<file path="config.mk">
export PLATFORM = sky130hd
export DESIGN_NAME = boot_addr_decoder
export DESIGN_NICKNAME = d
export VERILOG_FILES = /design/src/rtl/boot_addr_decoder_pkg.sv /design/src/rtl/remap_ctrl.sv /design/src/rtl/bank_decoder.sv /design/src/rtl/int_mem_decoder.sv /design/src/rtl/boot_addr_decoder.sv
export SDC_FILE = /design/constraint.sdc
export NUM_CORES = 1
export LEC_CHECK = 0
export BUFFER_PORTS_ARGS = -buffer_cell sky130_fd_sc_hd__buf_2
export CELL_PAD_IN_SITES_DETAIL_PLACEMENT = 1
export CELL_PAD_IN_SITES_GLOBAL_PLACEMENT = 1
export CORE_ASPECT_RATIO = 1.5
export CORE_MARGIN = 5
export CORE_UTILIZATION = 27
export CTS_CLUSTER_DIAMETER = 40
export DETAILED_ROUTE_END_ITERATION = 8
export HOLD_SLACK_MARGIN = 0.1
export PLACE_DENSITY_LB_ADDON = 0.3
export SYNTH_ARGS = -nofsm -noshare
export SYNTH_HDL_FRONTEND = slang
export SYNTH_SLANG_ARGS = --single-unit
</file>
<file path="constraint.sdc">
create_clock -name clk -period 2 [get_ports clk]
set_clock_uncertainty 0.15 [all_clocks]
set_input_delay 0 -clock clk [delete_from_list [all_inputs] [get_ports clk]]
set_output_delay 0 -clock clk [all_outputs]
set_load 0.01 [all_outputs]
</file>
<file path="src/rtl/boot_addr_decoder_pkg.sv">
package boot_addr_decoder_pkg;

    localparam int NSLV       = 6;
    localparam int CS_W       = 3;

    localparam int SLV_ROM    = 0;
    localparam int SLV_FLASH  = 1;
    localparam int SLV_SRAM   = 2;
    localparam int SLV_UHP    = 3;
    localparam int SLV_EBI    = 4;
    localparam int SLV_PERIPH = 5;

    typedef struct packed {
        logic [NSLV-1:0] sel;
        logic [CS_W-1:0] cs;
        logic            abort;
    } dec_t;

endpackage

</file>
<file path="src/rtl/remap_ctrl.sv">
module remap_ctrl
    import boot_addr_decoder_pkg::*;
(
    input  logic clk,
    input  logic rst_n,
    input  logic boot_pin_i,
    input  logic wr_i,
    input  logic wval_i,
    output logic remap_o,
    output logic boot_o
);

    typedef struct packed {
        logic remap;
        logic boot;
    } ctl_t;

    ctl_t ctl_d, ctl_q;

    always_comb begin
        ctl_d = ctl_q;
        if (!rst_n) begin
            ctl_d.remap = 1'b0;
            ctl_d.boot  = boot_pin_i;
        end else if (wr_i) begin
            ctl_d.remap = wval_i;
        end
    end

    always_ff @(posedge clk) begin
        ctl_q <= ctl_d;
    end

    assign remap_o = ctl_q.remap;
    assign boot_o  = ctl_q.boot;

    AST_BOOT_HELD: assert property (@(posedge clk) disable iff (!rst_n)
        $past(rst_n) |-> $stable(ctl_q.boot));

    AST_REMAP_LOAD: assert property (@(posedge clk) disable iff (!rst_n)
        ($past(rst_n) && $past(wr_i)) |-> (ctl_q.remap == $past(wval_i)));

endmodule

</file>
<file path="src/rtl/bank_decoder.sv">
module bank_decoder
    import boot_addr_decoder_pkg::*;
#(
    parameter int EBI_FIRST   = 1,
    parameter int EBI_COUNT   = 8,
    parameter int PERIPH_BANK = 15
) (
    input  logic [3:0] bank_i,
    output logic       internal_o,
    output dec_t       dec_o
);

    localparam int EBI_LAST = EBI_FIRST + EBI_COUNT - 1;

    always_comb begin
        dec_o      = '0;
        internal_o = (bank_i == 4'd0);
        if (int'(bank_i) >= EBI_FIRST && int'(bank_i) <= EBI_LAST) begin
            dec_o.sel[SLV_EBI] = 1'b1;
            dec_o.cs           = CS_W'(int'(bank_i) - EBI_FIRST);
        end else if (int'(bank_i) == PERIPH_BANK) begin
            dec_o.sel[SLV_PERIPH] = 1'b1;
        end else if (bank_i != 4'd0) begin
            dec_o.abort = 1'b1;
        end
    end

endmodule

</file>
<file path="src/rtl/int_mem_decoder.sv">
module int_mem_decoder
    import boot_addr_decoder_pkg::*;
#(
    parameter int ROM_AW    = 15,
    parameter int FLASH_AW  = 19,
    parameter int SRAM_AW   = 15,
    parameter int UHP_AW    = 14,
    parameter int ROM_WIN   = 1,
    parameter int FLASH_WIN = 2,
    parameter int SRAM_WIN  = 3,
    parameter int UHP_WIN   = 5
) (
    input  logic [27:0] ofs_i,
    input  logic        remap_i,
    input  logic        boot_i,
    output dec_t        dec_o
);

    localparam int NREG  = 4;
    localparam int WIN_W = 8;
    localparam int OFS_W = 20;
    localparam int REG_AW  [NREG] = '{ROM_AW, FLASH_AW, SRAM_AW, UHP_AW};
    localparam int REG_WIN [NREG] = '{ROM_WIN, FLASH_WIN, SRAM_WIN, UHP_WIN};

    logic [WIN_W-1:0] win;
    logic [OFS_W-1:0] ofs;
    logic [NREG-1:0]  fits;
    logic [NREG-1:0]  fixed_hit;
    logic [1:0]       zero_tgt;

    assign win = ofs_i[27:20];
    assign ofs = ofs_i[19:0];

    for (genvar g = 0; g < NREG; g++) begin : g_region
        localparam logic [OFS_W:0] LIMIT = (OFS_W+1)'(1) << REG_AW[g];
        assign fits[g]      = ({1'b0, ofs} < LIMIT);
        assign fixed_hit[g] = (win == WIN_W'(REG_WIN[g])) && fits[g];
    end

    always_comb begin
        if (remap_i)     zero_tgt = 2'(SLV_SRAM);
        else if (boot_i) zero_tgt = 2'(SLV_FLASH);
        else             zero_tgt = 2'(SLV_ROM);
    end

    always_comb begin
        dec_o = '0;
        if (win == '0) begin
            if (fits[zero_tgt]) dec_o.sel[zero_tgt] = 1'b1;
            else                dec_o.abort         = 1'b1;
        end else if (|fixed_hit) begin
            dec_o.sel[NREG-1:0] = fixed_hit;
        end else begin
            dec_o.abort = 1'b1;
        end
    end

endmodule

</file>
<file path="src/rtl/boot_addr_decoder.sv">
module boot_addr_decoder
    import boot_addr_decoder_pkg::*;
#(
    parameter int ROM_AW    = 15,
    parameter int FLASH_AW  = 19,
    parameter int SRAM_AW   = 15,
    parameter int UHP_AW    = 14
) (
    input  logic            clk,
    input  logic            rst_n,
    input  logic            boot_sel_i,
    input  logic            remap_wr_i,
    input  logic            remap_val_i,
    input  logic            valid_i,
    input  logic [31:0]     addr_i,
    output logic [NSLV-1:0] sel_o,
    output logic [CS_W-1:0] cs_o,
    output logic            abort_o
);

    typedef struct packed {
        dec_t out;
    } st_t;

    st_t  st_d, st_q;
    logic remap_q, boot_q;
    logic bank0;
    dec_t bank_dec, int_dec;

    remap_ctrl u_ctl (
        .clk        (clk),
        .rst_n      (rst_n),
        .boot_pin_i (boot_sel_i),
        .wr_i       (remap_wr_i),
        .wval_i     (remap_val_i),
        .remap_o    (remap_q),
        .boot_o     (boot_q)
    );

    bank_decoder u_bank (
        .bank_i     (addr_i[31:28]),
        .internal_o (bank0),
        .dec_o      (bank_dec)
    );

    int_mem_decoder #(
        .ROM_AW   (ROM_AW),
        .FLASH_AW (FLASH_AW),
        .SRAM_AW  (SRAM_AW),
        .UHP_AW   (UHP_AW)
    ) u_int (
        .ofs_i   (addr_i[27:0]),
        .remap_i (remap_q),
        .boot_i  (boot_q),
        .dec_o   (int_dec)
    );

    always_comb begin
        st_d = '0;
        if (rst_n && valid_i) begin
            st_d.out = bank0 ? int_dec : bank_dec;
        end
    end

    always_ff @(posedge clk) begin
        st_q <= st_d;
    end

    assign sel_o   = st_q.out.sel;
    assign cs_o    = st_q.out.cs;
    assign abort_o = st_q.out.abort;

    AST_SEL_ONEHOT: assert property (@(posedge clk) disable iff (!rst_n)
        $onehot0(sel_o));

    AST_ABORT_ALONE: assert property (@(posedge clk) disable iff (!rst_n)
        abort_o |-> (sel_o == '0));

    AST_CS_WITH_EBI: assert property (@(posedge clk) disable iff (!rst_n)
        (cs_o != '0) |-> sel_o[SLV_EBI]);

    AST_IDLE_QUIET: assert property (@(posedge clk) disable iff (!rst_n)
        !$past(valid_i) |-> ((sel_o == '0) && !abort_o));

    AST_PERIPH_BANK: assert property (@(posedge clk) disable iff (!rst_n)
        ($past(rst_n) && $past(valid_i) && $past(addr_i[31:28]) == 4'hF)
        |-> sel_o[SLV_PERIPH]);

    AST_ZERO_REMAP: assert property (@(posedge clk) disable iff (!rst_n)
        ($past(rst_n) && $past(valid_i) && $past(addr_i[31:20]) == 12'h000 && $past(remap_q))
        |-> (sel_o[SLV_SRAM] || abort_o));

endmodule

</file>
### After elaboration in Yosys (flattened, before gate mapping)

Cells that the tools add are included.

| cells by class | value |
|---|---|
| reduce and logical (&&, ||, !) cells | 13 |
| add/subtract/negate cells | 1 |
| muxes and demuxes | 20 |
| bitwise gates (word level) | 2 |
| magnitude comparators | 8 |
| equal/unequal tests | 5 |

Operators with widths:

| kind | count |
|---|---|
| $lt A20 B15 Y1 const B | 1 |
| $lt A20 B16 Y1 const B | 1 |
| $lt A20 B20 Y1 const B | 1 |
| $eq A8 B2 Y1 const B | 2 |
| $mux W1 | 12 |
| $mux W4 | 3 |
| $mux W10 | 1 |
| $eq A8 B1 Y1 const B | 1 |
| $eq A8 B3 Y1 const B | 1 |
| $logic_not A8 Y1 | 1 |
| $logic_and A1 B1 Y1 | 7 |
| $eq A4 B1 Y1 const B | 1 |
| $ge A4 B1 Y1 const B | 1 |
| $le A4 B4 Y1 const B | 1 |
| $logic_not A4 Y1 | 1 |
| $lt A2 B4 Y1 const B | 1 |
| $reduce_bool A4 Y1 | 1 |
| $reduce_or A4 Y1 | 1 |
| $lt A2 B3 Y1 const B | 1 |
| $mux W3 | 1 |
| $reduce_or A3 Y1 | 1 |
| $sub A3 B1 Y3 const B | 1 |
| $bmux W1 S2 | 1 |
| $demux W1 S2 | 1 |
| other kinds (4) | 5 |

| storage, ports and cells | value |
|---|---|
| logic and storage cells | 55 |
| flip-flop bits (word level) | 12 |
| output and inout bits | 10 |

### Longest topological paths before layout

| depth | value |
|---|---|
| depth after elaboration | 9 |
| depth in mapped cells | 6 |

### By module

Synthesis repeated with hierarchy kept, for this count alone.

| unflattened totals | value |
|---|---|
| cell total of the unflattened synthesis | 90 |
| area, all modules | 803.3 um^2 |

By module, submodules not included:

| module | sequential area each (um^2) | area an instance (um^2) | cells each | instances |
|---|---|---|---|---|
| boot_addr_decoder | 200.2 | 352.8 | 32 | 1 |
| int_mem_decoder | 0.0 | 205.2 | 30 | 1 |
| bank_decoder | 0.0 | 177.7 | 23 | 1 |
| remap_ctrl | 50.0 | 67.6 | 5 | 1 |

### Least setup slack after synthesis

Ideal clock, no wire load.

| timing | value |
|---|---|
| path kind | input port to flip-flop |
| start point | in addr_i[28] |
| end point | reg st_q (netlist bit sel_o[1]) |
| path buffers | 0 |
| setup time | 0.088 ns |
| stages on the path | 6 |
| setup slack | 0.873 ns |
| required time | 1.762 ns |
| arrival | 0.889 ns |
| path through | inv_1 ha_1 or2b_4 nor3_4 nand2_2 nor4_2 |

| between the ends | value |
|---|---|
| word-level cells in the longest chain between the ends | 2 |

RTL lines:

| item | line | source |
|---|---|---|
| start, declared | boot_addr_decoder.sv:15 | `input logic [31:0] addr_i,` |
| $logic_not A4 Y1 | bank_decoder.sv:17 | `internal_o = (bank_i == 4'd0);` |
| $reduce_and A2 Y1 (no source line) | -- |  |
| end signal, assigned | boot_addr_decoder.sv:66 | `st_q <= st_d;` |
| end, declared | boot_addr_decoder.sv:25 | `st_t st_d, st_q;` |

Every way passes these cells.
A chain may end at the register's enable or synchronous reset.

### Worst setup path after layout

| timing | value |
|---|---|
| start point | in addr_i[17] |
| end point | reg st_q (netlist bit abort_o) |

| between the ends | value |
|---|---|
| word-level cells in the longest chain between the ends | 6 |

RTL lines:

| item | line | source |
|---|---|---|
| $lt A20 B16 Y1, or another cell as far along | int_mem_decoder.sv:36 | `assign fits[g] = ({1'b0, ofs} < LIMIT);` |
| $bmux W1 S2 / $logic_and A1 B1 Y1 (equally long branches) | int_mem_decoder.sv:49, int_mem_decoder.sv:37 |  |
| $mux W1 (implied by the code) / $reduce_or A4 Y1 (equally long branches) | int_mem_decoder.sv:49, int_mem_decoder.sv:51 |  |
| $mux W1, on equally long branches | int_mem_decoder.sv:49, int_mem_decoder.sv:51 |  |
| $mux W1 (*) | int_mem_decoder.sv:48 | `if (win == '0) begin` |
| $mux W10 (*) | boot_addr_decoder.sv:61 | `st_d.out = bank0 ? int_dec : bank_dec;` |

Every way passes the cells marked *; elsewhere a longest branch is shown, timed or not. The select of a mux whose other input is x is not followed.

==> flow_metrics.tcl <==
set metrics [dict create \
    place_area_um2 781 \
    crit_path_max_incr_delay_ns 0.60 \
    synthArstFlopShare_pct 0 \
    cts_num_sinks 12 \
    cpMostUsedCell "dlygate4sd3_1" \
    die-area_um2 3230 \
    worst_path_max_delay_cell "dlygate4sd3_1" \
    synth_edf_count 1 \
    p_leak_nw 0.524 \
    root_buffer "clkbuf_4" \
    maxCapViolations 0 \
    crit_arrival_ns 1.92 \
    cp_data_required_time_ns 2.00 \
    num_antenna_cells 0 \
    avgSynthCellArea_um2 9.48 \
    synth_nets 102 \
    initial_utilization_pct 28.7 \
    fmax_mhz 520 \
    yosys_warnings 0 \
    grt_pass1_wl_um 2990 \
    drc 0 \
    cts_buffer_depth 2 \
    synth_cells 62 \
    antenna_found_initial 0 \
    crit_type "in -> reg" \
    ys_types 27 \
    vdd_ir_drop_max_mv 0.339 \
    ys.flop_type "dfxtp_1" \
    final_antenna_net_count 0 \
    crit_path_end_kind "flop" \
    synth-seq-area-share_pct 42.6 \
    path_buf_inv 3 \
    dr.pass1.iters 1 \
    fin_setup_tns_ns 0 \
    finalSetupViolations 0 \
    io_pins 48 \
    area_growth_pct 81.3 \
    fin_crit_ns 1.92 \
    gp_congestion 0.750 \
    fillers 248 \
    power.internal_w 0.000391 \
    via_count 701 \
    worst_pin_slew_ns 0.360 \
    min_path_type "in -> reg" \
    rows 20 \
    pwr-share-clk_pct 30.8 \
    first_global_vias 764 \
    core_area_um2 2050 \
    slew_headroom_pct 75.7 \
    rsz0062_at_grt "false" \
    cts_max_level 1 \
    clk_transition_reported_paths_ns 0.07 \
    wl_per_cell_um 13.3 \
    finalNetCount 165 \
    outcome "finished clean" \
    cts_tree "yes" \
    finalHoldViolations 0 \
    portBuffers 33 \
    grtUsageTotal_pct 13.3 \
    pwr_density_cell_nw_per_um2 494 \
    clock_latency_ns 0.28 \
    numCtsBuffers 3 \
    grt_max_degree 9 \
    synth.ff_latch_count 12 \
    seqPwrFrac_pct 47.8 \
    dp_hpwl_um 1290 \
    final_area_um2 1070 \
    drv_slew 0 \
    die_w_um 48.1 \
    syn_area_um2 588 \
    startpoint_type "input pin" \
    gr-total-overflow 0 \
    viasPerCell 4.80 \
    switching_power_w 0.000136 \
    detail_route.iter0.violations 0 \
    post_cts_buffers 0 \
    p_comb_share_pct 21.4 \
    layout-drive-gt1-share_pct 37.1 \
    crit_chain "dlygate4sd3_1, buf_2, nor3_2, dlygate4sd3_1, a21boi_0, o211ai_1, o221ai_1" \
    period_share_pct 96.1 \
    critPathMaxFanout 3 \
    p_sw_share_pct 25.9 \
    critPathTopFamily "buffers and inverters" \
    dieHeight_um 67.2 \
    routed_wl_um 1940 \
    finish.utilization_pct 52.0 \
]
[cell usage after synthesis (2+ instances only)]
cell type	instances	area [um^2]
nand2_1	7	26.3
inv_1	6	22.5
o211ai_1	2	15.0
ha_1	2	25.0
a21oi_1	4	20.0
nand3_1	2	10.0
nor2_1	8	30.0
dfxtp_1	11	220
nor3_2	2	20.0
[metrics by stage]
step	cells	power [W]	hold slack [ns]	setup WS (ns)
4_1_cts	146	0.000532	0.141	0.112
2_1_floorplan	62	0.000287	-0.0803	0.873
6_report	146	0.000527	0.115	0.0784
5_1_grt	146	0.000563	0.145	0.00321
3_5_place_dp	117	0.000333	0.0305	0.613
3_3_place_gp	117	0.000330	0.0307	0.644
[final cells by class]
type                       count  area, um^2  area share (%)
clock buffer                   4        26.3            2.46
inverter                       6        22.5            2.11
multi-input combinational     44         322            30.2
sequential                    12         250            23.5
tap                           22        27.5            2.58
timing repair buffer          58         418            39.2
[layer usage]
layer	GRT usage, %	vias to the layer above	share of wire [%]
met5	0	-	0
met4	8.08	0	2.6
met3	1.60	5	6.8
met2	26.2	26	56
met1	11.5	325	34
li1	-	345	-
[logic make-up (layout without fill, tap and decap cells)]
logic type / after synthesis / after routing / synth area share (%)
and+or+nand+nor: 30 / 30 / 34.5
DFF: 12 / 12 / 42.6
AOI/OAI and AO/OA: 10 / 10 / 11.7
buffers and inverters: 6 / 68 / 3.83
adders and majority gates: 2 / 2 / 4.25
xor gates and xnor gates: 1 / 1 / 1.49
muxes: 1 / 1 / 1.70
[sequential cells by signal, summed over array words and instances, names as in the netlist]
name / flops
abort_o: 1
cs_o: 3
sel_o: 6
u_ctl.boot_o: 1
u_ctl.remap_o: 1
[cells in the final DEF (no fill, tap or decap), drive strengths merged]
cell	netlist	final
nand4	2	2
nor3	3	3
nand2b	1	1
nor4	3	3
ha	2	2
dlygate4sd3	0	24
nand2	8	8
nor2	8	8
o311ai	1	1
dfxtp	11	11
o221ai	1	1
clkbuf	0	4
o41ai	1	1
and2	1	1
a21boi	1	1
inv	6	6
nand3	2	2
and3b	1	1
or2b	1	1
dlymetal6s4s	0	1
buf	0	33
a21oi	4	4
o211ai	2	2
edfxtp	1	1
mux2i	1	1
xor2	1	1
[path summary, 6_finish.rpt]
kind	cells after the start	from	slack, ns	to
setup reg to reg	4	u_ctl.remap_o	0.16	u_ctl.remap_o
hold reg to reg	2	u_ctl.remap_o	0.34	sel_o[2]
setup / recovery	7	addr_i[17]	0.08	abort_o
hold / removal	5	addr_i[16]	0.12	abort_o
[power by group through the flow]
stage | Clock, W | Combinational (W) | Sequential [W]
after floorplan | 0 | 0.0000279 | 0.000260
after global placement | 0 | 0.0000727 | 0.000257
after detailed placement | 0 | 0.0000750 | 0.000258
after CTS | 0.000170 | 0.000111 | 0.000252
after global routing | 0.000185 | 0.000124 | 0.000253
final | 0.000162 | 0.000113 | 0.000252
[worst min-delay path, delay by kind of cell]
| family | cells | cell delay (ns) |
|---|---|---|
| compound gates | 2 | 0.33 |
| buf+inv | 1 | 0.09 |
| simple gates | 2 | 0.10 |
[repair_timing]
| action | in CTS | in global routing |
|---|---|---|
| resized for setup | 0 | 2 |
| endpoints found under the setup margin | 0 | 1 |
| hold buffers | 25 | 0 |
| hold endpoints to repair | 13 | 0 |
(Power assumes the default switching activity.)
